`config.mk`:
```
export PLATFORM = sky130hd
export DESIGN_NAME = wdt_timer
export DESIGN_NICKNAME = d
export VERILOG_FILES = /design/src/rtl/wdt_pkg.sv /design/src/rtl/wdt_ctrl_reg.sv /design/src/rtl/wdt_counter.sv /design/src/rtl/wdt_event.sv /design/src/rtl/wdt_timer.sv
export SDC_FILE = /design/constraint.sdc
export NUM_CORES = 1
export LEC_CHECK = 0
export BUFFER_PORTS_ARGS = -buffer_cell sky130_fd_sc_hd__buf_2
export CAP_MARGIN = 20
export CORE_MARGIN = 4
export CORE_UTILIZATION = 52
export CTS_CLUSTER_DIAMETER = 100
export DETAILED_ROUTE_END_ITERATION = 16
export PLACE_DENSITY_LB_ADDON = 0.25
export SKIP_CTS_REPAIR_TIMING = 1
export SLEW_MARGIN = 10
export SYNTH_ARGS = -nofsm -noshare
export SYNTH_HDL_FRONTEND = slang
export SYNTH_HIERARCHICAL = 1
export SYNTH_SLANG_ARGS = --single-unit
```
`constraint.sdc`:
```
create_clock -name clk_i -period 3 [get_ports clk_i]
set_input_delay 0.75 -clock clk_i [delete_from_list [all_inputs] [get_ports clk_i]]
set_output_delay 0.75 -clock clk_i [all_outputs]
set_load 0.02 [all_outputs]
```
`src/rtl/wdt_pkg.sv`:
```
package wdt_pkg;
  localparam logic [7:0] KEY_WR = 8'h5A;
  localparam logic [7:0] KEY_RD = 8'h69;
  localparam int B_HOLD   = 7;
  localparam int B_IRQCLR = 5;
  localparam int B_MODE   = 4;
  localparam int B_CLR    = 3;
  localparam int B_SRC    = 2;

  typedef struct packed {
    logic       hold;
    logic       interval_mode;
    logic       src_slow;
    logic [1:0] isel;
  } wdt_cfg_t;

  localparam wdt_cfg_t CFG_DEFAULT = '{hold: 1'b0, interval_mode: 1'b0,
                                       src_slow: 1'b0, isel: 2'b00};
endpackage

```
`src/rtl/wdt_ctrl_reg.sv`:
```
module wdt_ctrl_reg
  import wdt_pkg::*;
(
  input  logic        clk_i,
  input  logic        rst_ni,
  input  logic        wr_en_i,
  input  logic [15:0] wr_data_i,
  input  logic        restore_i,
  output wdt_cfg_t    cfg_o,
  output logic        cnt_clr_o,
  output logic        irq_clr_o,
  output logic        key_bad_o
);
  logic     wr_ok;
  wdt_cfg_t cfg_q, cfg_wr;

  assign wr_ok     = wr_en_i && (wr_data_i[15:8] == KEY_WR);
  assign key_bad_o = wr_en_i && (wr_data_i[15:8] != KEY_WR);
  assign cnt_clr_o = wr_ok && wr_data_i[B_CLR];
  assign irq_clr_o = wr_ok && wr_data_i[B_IRQCLR];

  always_comb begin
    cfg_wr.hold          = wr_data_i[B_HOLD];
    cfg_wr.interval_mode = wr_data_i[B_MODE];
    cfg_wr.src_slow      = wr_data_i[B_SRC];
    cfg_wr.isel          = wr_data_i[1:0];
  end

  always_ff @(posedge clk_i or negedge rst_ni) begin
    if (!rst_ni)        cfg_q <= CFG_DEFAULT;
    else if (restore_i) cfg_q <= CFG_DEFAULT;
    else if (wr_ok)     cfg_q <= cfg_wr;
  end

  assign cfg_o = cfg_q;

  // a restore always lands on defaults
  a_r3_restore_default: assert property (@(posedge clk_i) disable iff (!rst_ni)
    restore_i |=> (cfg_q == CFG_DEFAULT));
endmodule

```
`src/rtl/wdt_counter.sv`:
```
module wdt_counter #(
  parameter int CNT_W = 16,
  parameter int TAP0  = 14,
  parameter int TAP1  = 12,
  parameter int TAP2  = 8,
  parameter int TAP3  = 5
) (
  input  logic       clk_i,
  input  logic       rst_ni,
  input  logic       tick_i,
  input  logic       hold_i,
  input  logic       clr_i,
  input  logic [1:0] isel_i,
  output logic       expire_o
);
  localparam int N_TAP = 4;

  logic [N_TAP-1:0][CNT_W-1:0] mask;
  logic [CNT_W-1:0]            cnt_q, sel_mask;
  logic                        adv;

  for (genvar g = 0; g < N_TAP; g++) begin : g_mask
    localparam int TB = (g == 0) ? TAP0 : (g == 1) ? TAP1 : (g == 2) ? TAP2 : TAP3;
    assign mask[g] = CNT_W'((64'd1 << (TB + 1)) - 64'd1);
  end

  assign sel_mask = mask[isel_i];
  assign adv      = tick_i && !hold_i;
  assign expire_o = adv && ((cnt_q & sel_mask) == sel_mask);

  always_ff @(posedge clk_i or negedge rst_ni) begin
    if (!rst_ni)       cnt_q <= '0;
    else if (clr_i)    cnt_q <= '0;
    else if (expire_o) cnt_q <= '0;
    else if (adv)      cnt_q <= cnt_q + 1'b1;
  end

  a_r7_hold_freeze: assert property (@(posedge clk_i) disable iff (!rst_ni)
    (hold_i && !clr_i) |=> $stable(cnt_q));
  a_r8_clear_zero: assert property (@(posedge clk_i) disable iff (!rst_ni)
    clr_i |=> (cnt_q == '0));
  a_r9_idle_no_move: assert property (@(posedge clk_i) disable iff (!rst_ni)
    (!tick_i && !clr_i) |=> $stable(cnt_q));
endmodule

```
`src/rtl/wdt_event.sv`:
```
module wdt_event (
  input  logic clk_i,
  input  logic rst_ni,
  input  logic expire_i,
  input  logic interval_i,
  input  logic key_bad_i,
  input  logic irq_clr_i,
  output logic restore_o,
  output logic rst_o,
  output logic irq_o
);
  logic rst_q, irq_q, wd_exp;

  assign wd_exp    = expire_i && !interval_i;
  assign restore_o = wd_exp || key_bad_i;

  always_ff @(posedge clk_i or negedge rst_ni) begin
    if (!rst_ni) begin
      rst_q <= 1'b0;
      irq_q <= 1'b0;
    end else begin
      rst_q <= restore_o;
      if (restore_o)                   irq_q <= 1'b0;
      else if (expire_i && interval_i) irq_q <= 1'b1;  // set wins over clear
      else if (irq_clr_i)              irq_q <= 1'b0;
    end
  end

  assign rst_o = rst_q;
  assign irq_o = irq_q;

  a_r10_rst_single: assert property (@(posedge clk_i) disable iff (!rst_ni)
    (rst_q && !key_bad_i) |=> !rst_q);
  a_r6_irq_sticky: assert property (@(posedge clk_i) disable iff (!rst_ni)
    (irq_q && !irq_clr_i && !restore_o) |=> irq_q);
  a_r5_no_reset_interval: assert property (@(posedge clk_i) disable iff (!rst_ni)
    (expire_i && interval_i && !key_bad_i) |=> (!rst_q && irq_q));
endmodule

```
`src/rtl/wdt_timer.sv`:
```
module wdt_timer
  import wdt_pkg::*;
#(
  parameter int CNT_W = 16,
  parameter int TAP0  = 14,
  parameter int TAP1  = 12,
  parameter int TAP2  = 8,
  parameter int TAP3  = 5
) (
  input  logic        clk_i,
  input  logic        rst_ni,
  input  logic        clk_fast_en_i,
  input  logic        clk_slow_en_i,
  input  logic        wr_en_i,
  input  logic [15:0] wr_data_i,
  output logic [15:0] ctrl_o,
  output logic        rst_o,
  output logic        irq_o
);
  wdt_cfg_t cfg;
  logic     cnt_clr, irq_clr, key_bad, restore, expire, tick;

  assign tick = cfg.src_slow ? clk_slow_en_i : clk_fast_en_i;

  wdt_ctrl_reg u_ctrl (
    .clk_i, .rst_ni, .wr_en_i, .wr_data_i,
    .restore_i (restore),
    .cfg_o     (cfg),
    .cnt_clr_o (cnt_clr),
    .irq_clr_o (irq_clr),
    .key_bad_o (key_bad)
  );

  wdt_counter #(.CNT_W(CNT_W), .TAP0(TAP0), .TAP1(TAP1), .TAP2(TAP2), .TAP3(TAP3)) u_cnt (
    .clk_i, .rst_ni,
    .tick_i   (tick),
    .hold_i   (cfg.hold),
    .clr_i    (cnt_clr || restore),
    .isel_i   (cfg.isel),
    .expire_o (expire)
  );

  wdt_event u_evt (
    .clk_i, .rst_ni,
    .expire_i   (expire),
    .interval_i (cfg.interval_mode),
    .key_bad_i  (key_bad),
    .irq_clr_i  (irq_clr),
    .restore_o  (restore),
    .rst_o, .irq_o
  );

  assign ctrl_o = {KEY_RD, cfg.hold, 2'b00, cfg.interval_mode, 1'b0, cfg.src_slow, cfg.isel};

  a_r3_bad_key_reset: assert property (@(posedge clk_i) disable iff (!rst_ni)
    (wr_en_i && wr_data_i[15:8] != KEY_WR) |=> rst_o);
  a_r8_clr_reads_zero: assert property (@(posedge clk_i) disable iff (!rst_ni)
    (wr_en_i && wr_data_i[B_CLR]) |=> !ctrl_o[B_CLR]);
endmodule

```
; ---- After elaboration in Yosys (flattened, before gate mapping)
; Cells that the tools add are included.
[totals]
ff_bits = 23
latchBits = 0
mem_bits_rw = 0
mem_bits_ro = 0
in_bits = 21
out_inout_bits = 18
n_memories = 0
[op_classes]
add_sub_neg = 1
mul = 0
n_div = 0
order_cmp = 1
eq_ne = 3
shifts = 0
muxes = 11
n_bitwise = 1
reduce_logical = 15
[op_table]
columns = cell, count
row1 = $mux 16, 4
row2 = $bmux 16 s2, 1
row3 = $add 16x1->16 const B, 1
row4 = $and 16x16->16, 1
row5 = $eq 16x16->1, 1
row6 = $mux 5, 2
row7 = $eq 8x7->1 const B, 1
row8 = $logic_and 1x1->1, 8
row9 = $ne 8x7->1 const B, 1
row10 = $reduce_bool 3->1, 2
row11 = $mux 1, 4
row12 = $lt 2x3->1 const B, 1
row13 = $logic_not 1->1, 2
row14 = $logic_or 1x1->1, 2
row15 = $reduce_bool 2->1, 1

; ---- Depth between registers and ports, before layout
; Gate-level depths: netlist of run 1.
[logic_depth]
word_depth = 9
ltp_mapped = 11
depth_no_buf = 9

; ---- Modules after synthesis
; Netlist of run 1, hierarchy kept.
[modules_own_cells]
columns = module, n_inst, cells_each, area_each_um2, seq_area_each_um2
row1 = wdt_counter, 1, 100, 1009.7, 375.4
row2 = wdt_ctrl_reg, 1, 27, 307.8, 125.1
row3 = wdt_timer, 1, 15, 111.4, 0.0
row4 = wdt_event, 1, 7, 80.1, 50.0

; ---- Least setup slack after synthesis of run 1
; Ideal clock, no wire load.
[synth_path]
kind = in2reg
startpoint = input clk_fast_en_i
endpoint = register u_cnt.cnt_q[13]
setup_time_ps = 104
arrival_time_ps = 2873
path_slack_ps = 23
cell_stages = 11
path_buffers = 2
cell_sequence = mux2_4 -> nand3b_1 -> a211o_4 -> nor2_8 -> buf_12 -> a21o_2 -> or2_2 -> clkbuf_8 -> or2b_2 -> or2b_2 -> o311ai_1
[synth_between]
elab_chain_cells = 7
elab_cells_between_ends = 9
cone_classes = mux: 3 / reduce/logical: 6
[synth_rtl]
columns = element, line_no
row1 = "start, declared", wdt_timer.sv:12  ; input logic clk_fast_en_i,
row2 = $mux 1 (*), wdt_timer.sv:23  ; assign tick = cfg.src_slow ? clk_slow_en_i : clk_fast_en_i;
row3 = $logic_and 1x1->1 (*), wdt_counter.sv:28  ; assign adv = tick_i && !hold_i;
row4 = $logic_and 1x1->1 (*), wdt_counter.sv:29  ; assign expire_o = adv && ((cnt_q & sel_mask) == sel_mask);
row5 = net expire, wdt_timer.sv:21  ; logic cnt_clr, irq_clr, key_bad, restore, expire, tick;
row6 = $logic_and 1x1->1 (*), wdt_event.sv:14  ; assign wd_exp = expire_i && !interval_i;
row7 = $logic_or 1x1->1 (*), wdt_event.sv:15  ; assign restore_o = wd_exp || key_bad_i;
row8 = net restore, wdt_timer.sv:21
row9 = $logic_or 1x1->1 (*), wdt_timer.sv:38  ; .clr_i (cnt_clr || restore),
row10 = $reduce_bool 3->1 (no source line) / $mux 16 (equally long branches), --
row11 = "end signal, assigned", wdt_counter.sv:35  ; else if (adv) cnt_q <= cnt_q + 1'b1;
row12 = "end, declared", wdt_counter.sv:19  ; logic [CNT_W-1:0] cnt_q, sel_mask;
; The timed path passes the listed nets; every way through them passes the cells marked *.
; A chain may end at the register's enable or synchronous reset.

; ---- Worst setup path in the final report of run 1
[layout_path]
startpoint = input clk_fast_en_i
endpoint = register u_cnt.cnt_q[11]
[layout_between]
elab_chain_cells = 7
elab_cells_between_ends = 9
cone_classes = mux: 3 / reduce/logical: 6
[layout_rtl]
columns = element, line_no
row1 = $mux 1 (*), wdt_timer.sv:23
row2 = net tick, wdt_timer.sv:21
row3 = $logic_and 1x1->1 (*), wdt_counter.sv:28
row4 = $logic_and 1x1->1 (*), wdt_counter.sv:29
row5 = net expire, wdt_timer.sv:21
row6 = $logic_and 1x1->1 (*), wdt_event.sv:14
row7 = $logic_or 1x1->1 (*), wdt_event.sv:15
row8 = net restore, wdt_timer.sv:21
row9 = $logic_or 1x1->1 (*), wdt_timer.sv:38
row10 = $reduce_bool 3->1 (no source line) / $mux 16 (equally long branches), --
; Marked as above.

==> results of run 1 <==
==> area by class of cell <==
| type | count | area [sq um] | share of cell area |
|---|---|---|---|
| Multi-Input combinational cell | 116 | 828.3 | 0.5096 |
| Sequential cell | 22 | 550.5 | 0.3387 |
| Tap cell | 31 | 38.79 | 0.02386 |
| Clock buffer | 4 | 36.28 | 0.02232 |
| Inverter | 3 | 11.26 | 0.006928 |
| Timing Repair Buffer | 30 | 160.2 | 0.09854 |
==> metrics by stage <==
| step | instance area, sq um | std cells | hold slack, ns | setup slack [ns] |
|---|---|---|---|---|
| 3_5_place_dp | 1589 | 202 | 0.5674 | 0.1108 |
| 4_1_cts | 1625 | 206 | 0.4076 | 0.4472 |
| 5_1_grt | 1625 | 206 | 0.4092 | 0.3338 |
| 6_report | 1625 | 206 | 0.3858 | 0.3914 |
| 2_1_floorplan | 1543 | 158 | 0.4544 | 0.02344 |
| 3_3_place_gp | 1589 | 202 | 0.5499 | 0.1883 |
==> worst max-delay path, cell delays in order <==
cell	delay, ns
buf_2	0.10
mux2_4	0.28
nand3b_1	0.13
a211o_4	0.19
nor2_8	0.04
a21o_2	0.22
or2_2	0.35
buf_4	0.21
nor3_1	0.25
o211ai_1	0.16
o311ai_1	0.13
==> state kept, by name (all words and copies together), names as in the netlist <==
register	count
u_evt/irq_o	1
u_evt/rst_o	1
u_cnt/cnt_q	15
u_ctrl/cfg_o	5
==> per-layer routing <==
metal  GRT usage  part of all wire  routed length, microns  vias up
li1            -                 -                       -      561
met1      0.2394              0.43                    1288      535
met2      0.2945              0.50                    1513       40
met3     0.02686             0.057                     171        4
met4     0.05758            0.0077                      23        0
met5           0                 0                       0        -
==> power groups by stage <==
stage | registers (uW) | clock network, uW | logic [uW]
after floorplan | 309 | 0 | 48.1
after global placement | 308 | 0 | 58.1
after detailed placement | 308 | 0 | 60.2
after CTS | 303 | 172 | 60.5
after global routing | 303 | 185 | 66.9
final | 302 | 165 | 60.1
==> synthesized netlist by cell type, drive strengths merged, types with 3 or more instances <==
cell	instances
a21oi	4
buf	14
clkbuf	3
dfrtp	22
inv	3
mux2i	5
nand2	9
nand2b	15
nand3	4
nand4	3
nor2	6
nor3	13
nor4	7
o211ai	5
o311ai	4
or2b	4
xnor2	6
==> layout by cell type, fill, tap and decap left out, types with 5 or more instances in the layout <==
master    synthesis  layout
xnor2_1           6       6
buf_2             0      26
mux2i_1           5       5
nand2_1           9       9
nor3_1           11      11
o211ai_1          5       5
conb_1            2      11
dfrtp_1          22      22
nand2b_1         15      15
nor2_1            5       5
nor4_1            5       5
==> path summary, 6_finish.rpt <==
check,startpoint,end,depth (start not counted)
setup / recovery,clk_fast_en_i,u_cnt/cnt_q[11],11
hold / removal,rst_ni,u_cnt/cnt_q[5],1
setup reg to reg,u_ctrl/cfg_o[2],u_cnt/cnt_q[11],10
hold reg to reg,u_ctrl/cfg_o[3],u_evt/irq_o,2
max in group asynchronous,rst_ni,u_evt/rst_o,1
min in group clk_i,u_ctrl/cfg_o[3],u_evt/irq_o,2
==> cells by family after synthesis <==
kind of cell             Yosys count  share of synthesized area
flip-flops                        22                     0.3648
buffers and inverters             20                     0.1086
AND/OR/NAND/NOR                   70                     0.3209
AO/OA/AOI/OAI                     20                     0.1028
other                              2                   0.004977
multiplexers                       6                    0.04312
XOR/XNOR                           8                    0.04644
adder cells (fa/ha/maj)            1                   0.008291
==> key figures, run 1 <==
GRT
  • Gr ovfl total: 0
  • Initial antenna violation count: 0
  • Largest net degree at the start of global routing: 23
  • Vias in the first global route: around 1100
  • Global Route Usage Sum: 0.1782
  • First-pass GRT wire length: around 5100 microns

Synth
  • Synth warn: 6
  • Asr flop ratio synth: 1.000
  • Yosys reg bits: 22
  • Synthesized instance count: roughly 150
  • Synth Cell Area: approximately 1500 sq um
  • Distinct cell type count after synthesis: 43
  • Synth Flop Type: dfrtp_1
  • Largest cells by area after synthesis: dfrtp_1 (36%), nand2b_1 (6.2%), buf_4 (6.0%), nor3_1 (3.6%), xnor2_1 (3.5%)
  • Seq/Total Area, Yosys: 0.3648
  • Synth top area share: 0.3648
  • Post-synth top area cell: dfrtp_1
  • Syn avg cell area: between 10 and 15 sq um
  • Post-synth EDFFs: 0

Placed design
  • Detail Placement HPWL: ~2300 microns
  • Routability cong.: between 0.8 and 0.9
  • I/O Buffers: 26

Routing
  • DRC: 0
  • Final WL: between 2000 and 3000 microns
  • DR WL/cell: roughly 15 microns
  • Drt pass-1 iters: 6
  • Vias after detailed routing: about 1100
  • Vias per cell: ~5.5
  • DRT antenna net count: 0
  • DRT iter0 DRCs: 46

Timing
  • Setup TNS: 0 ns
  • Clk_skew: roughly 0.0095 ns
  • Slew @ Worst Pin: 0.5893 ns
  • Period utilization: 0.8695
  • Fin crit period: 2.609 ns
  • Final Setup Violations: 0
  • Unrepaired setup endpoints after global routing: no
  • Max transition margin: 0.6071
  • Peak Freq: 383.3 MHz
  • Final slew viol count: 0
  • Hold Vio Cnt, Final: 0

Clock tree
  • CTS tree: built
  • Htree depth: 1
  • Maximum buffer depth of the clock tree: 2
  • Skew-Pair Late Insertion Delay: between 0.3 and 0.4 ns
  • TritonCTS Sinks: 22
  • Number of buffers created by CTS: 3
  • Clk Tree Root Cell: clkbuf_4
  • Clock Pin Slew Worst Setup and Hold Paths: 0.13 ns

Finish
  • Ant diodes: 0
  • Syn-to-layout area delta: 7.712%
  • Final Util: 0.5894
  • # fillers: 248
  • Final net count: 198
  • Layout cell share with drive strength beyond 1: 0.3086

Worst setup path
  • Data arrival, critical path: approximately 2.8 ns
  • Crit path max fanout: 13
  • Req. time, crit path: around 3.2 ns
  • CP Capture Type: flip-flop
  • WS Path Type: input pin to flip-flop
  • Critical path launch point type: input pin
  • Worst reg-to-reg setup slack: 0.46 ns

Outcome
  • Status: finished, final reports clean

Floorplanning
  • FP Rows: 19
  • Die height: between 60 and 70 microns
  • Std-Cell Core Area: between 2000 and 3000 sq um
  • Area of the die: roughly 3800 sq um
  • IO Count: 39
  • Initial Util: 0.5472
  • Die W: a little over 60 microns

Power and ir drop
  • Sw power: 132.3 uW
  • Sequential share of power: 0.573
  • Cell Int Power: a little under 400 uW
  • P per Cell Area: 324.6 nW/um^2
  • Tot Pwr: 527.5 uW
  • Leakage: a little over 0.0007 uW
  • Switching Share: 0.2507
  • Clock power share: 0.313
  • VDD IR max: about 0.22 mV
  • Comb power frac: 0.114

Flow run
  • Maxcap violations: 0

Min path
  • Hold WC Path Type: input pin to asynchronous set/reset pin
Power figures use the tool's default switching activity.
==> run 2: changes to the inputs <==
- CAP_MARGIN: 20 -> unset
- CORE_ASPECT_RATIO: unset -> 0.7
==> key figures, run 2 (same netlist as run 1, synthesis figures left out) <==
Floorplanning
  • FP Rows: 16
  • Std-Cell Core Area: between 2000 and 3000 sq um
  • Die height: ~53 microns
  • Area of the die: approximately 3800 sq um
  • IO Count: 39
  • Die W: approximately 72 microns
  • Initial Util: 0.5423

Worst setup path
  • Worst reg2reg path depth: 9
  • Data arrival, critical path: approximately 2.7 ns
  • CP max stage delay: roughly 0.34 ns
  • Worst R2R Start: u_cnt/cnt_q[0]
  • Worst reg-to-reg setup slack: approximately 0.53 ns
  • Crit-path slowest cell: or2_2
  • Crit path max-delay family: simple AND/OR/NAND/NOR gates
  • Reg2reg end: u_cnt/cnt_q[13]
  • Critical path buffers and inverters: 1
  • Cell mode on critical path: or2b_2
  • CP Cell Sequence: buf_2 > mux2_4 > nand3b_1 > a211o_4 > nor2_8 > a21o_2 > or2_2 > or2b_2 > or2b_2 > o311ai_1
  • Critical path launch point type: input pin
  • WS Path Type: input pin to flip-flop
  • CP Capture Type: flip-flop
  • Crit path max fanout: 8
  • Req. time, crit path: around 3.2 ns

Power and ir drop
  • Sequential share of power: 0.475
  • Cell Int Power: 500.0 uW
  • Sw power: 136.8 uW
  • Clock power share: 0.429
  • Switching Share: 0.2148
  • P per Cell Area: ~380 nW/um^2
  • Leakage: around 0.00073 uW
  • Comb power frac: 0.096
  • Tot Pwr: approximately 640 uW
  • VDD IR max: about 0.27 mV

Finish
  • Max reg flops: 15
  • Layout cell share with drive strength beyond 1: 0.3125
  • Most frequent cells in the layout: buf_2 (26), dfrtp_1 (22), nand2b_1 (15)
  • Final Util: 0.6016
  • Most flops, register: u_cnt/cnt_q
  • Ant diodes: 0
  • Final net count: just under 200
  • Commonest non-fill, non-tap cell in the layout: buf_2
  • # fillers: between 200 and 300
  • Syn-to-layout area delta: 10.95%

Timing
  • Fin crit period: 2.559 ns
  • Hold Vio Cnt, Final: 0
  • Slew @ Worst Pin: 0.6205 ns
  • Final slew viol count: 0
  • Max transition margin: 0.5863
  • Peak Freq: roughly 390 MHz
  • Period utilization: 0.8531
  • Clk_skew: 0.007012 ns
  • Setup TNS: 0 ns
  • Final Setup Violations: 0
  • Unrepaired setup endpoints after global routing: no

GRT
  • Vias in the first global route: ~1200
  • First-pass GRT wire length: approximately 5300 microns
  • Global Route Usage Sum: 0.1765
  • Initial antenna violation count: 0
  • Gr ovfl total: 0
  • Largest net degree at the start of global routing: 23

Routing
  • Drt pass-1 iters: 4
  • DRT antenna net count: 0
  • Final WL: between 3000 and 4000 microns
  • DRC: 0
  • Vias after detailed routing: approximately 1200
  • DRT iter0 DRCs: 73
  • Vias per cell: between 5 and 6
  • DR WL/cell: 14.58 microns

Placed design
  • Detail Placement HPWL: ~2400 microns
  • I/O Buffers: 26
  • Routability cong.: 0.8468

Clock tree
  • CTS tree: built
  • Clock Pin Slew Worst Setup and Hold Paths: roughly 0.080 ns
  • Htree depth: 1
  • Skew-Pair Late Insertion Delay: 0.26 ns
  • Maximum buffer depth of the clock tree: 2
  • Clk Tree Root Cell: clkbuf_8
  • TritonCTS Sinks: 22
  • Number of buffers created by CTS: 3

Outcome
  • Status: finished, final reports clean

Flow run
  • Maxcap violations: 0

Min path
  • Hold WC Path Type: input pin to asynchronous set/reset pin
run 2: changes by cell type in the layout (fill, tap and decap cells not counted):
cell | previous run | this run
clkbuf_8 | 1 | 3
buf_4 | 4 | 5
clkbuf_4 | 3 | 0
bufinv_16 | 0 | 1
run 2: how the worst max path moves through the flow:
stage	start	end	depth (start not counted)
after detailed placement	clk_fast_en_i	u_cnt/cnt_q[13]	10
final	clk_fast_en_i	u_cnt/cnt_q[13]	10
after CTS	clk_fast_en_i	u_cnt/cnt_q[13]	10
after floorplan	clk_fast_en_i	u_cnt/cnt_q[13]	11
after global routing	clk_fast_en_i	u_cnt/cnt_q[13]	11
after global placement	clk_fast_en_i	u_cnt/cnt_q[13]	10
run 2: final cells by class:
class | count | area (sq um) | area share
flip-flops and latches | 22 | 550.5 | 0.3288
clock buffers | 3 | 41.29 | 0.02466
clock inverters | 1 | 30.03 | 0.01794
inverters | 3 | 11.26 | 0.006726
multi-input cells | 116 | 828.3 | 0.4948
well taps | 36 | 45.04 | 0.02691
repair buffers | 31 | 167.7 | 0.1001
run 2: metrics by stage:
step | std cells | worst slack (ns) | hold WS (ns) | cell area, sq um
2_1_floorplan | 158 | 0.02344 | 0.4544 | 1543
3_3_place_gp | 208 | 0.2040 | 0.5643 | 1603
3_5_place_dp | 208 | 0.1738 | 0.5720 | 1603
4_1_cts | 212 | 0.4393 | 0.4499 | 1674
5_1_grt | 212 | 0.3473 | 0.4676 | 1674
6_report | 212 | 0.4408 | 0.4428 | 1674
run 2: metal layers:
metal / vias to the layer above / share of wire / GRT usage
met2: 39 / 0.50 / 0.3112
met4: 0 / 0.0023 / 0.01534
met1: 580 / 0.45 / 0.2309
met3: 2 / 0.055 / 0.03985
met5: - / 0 / 0
li1: 562 / - / -
run 2: power groups by stage:
stage	logic (uW)	registers, uW	clock network (uW)
2_1_floorplan	48.1	309	0
3_3_place_gp	58.6	308	0
3_5_place_dp	61.1	308	0
4_1_cts	61.2	302	280
5_1_grt	68.0	303	288
6_report	60.9	303	273
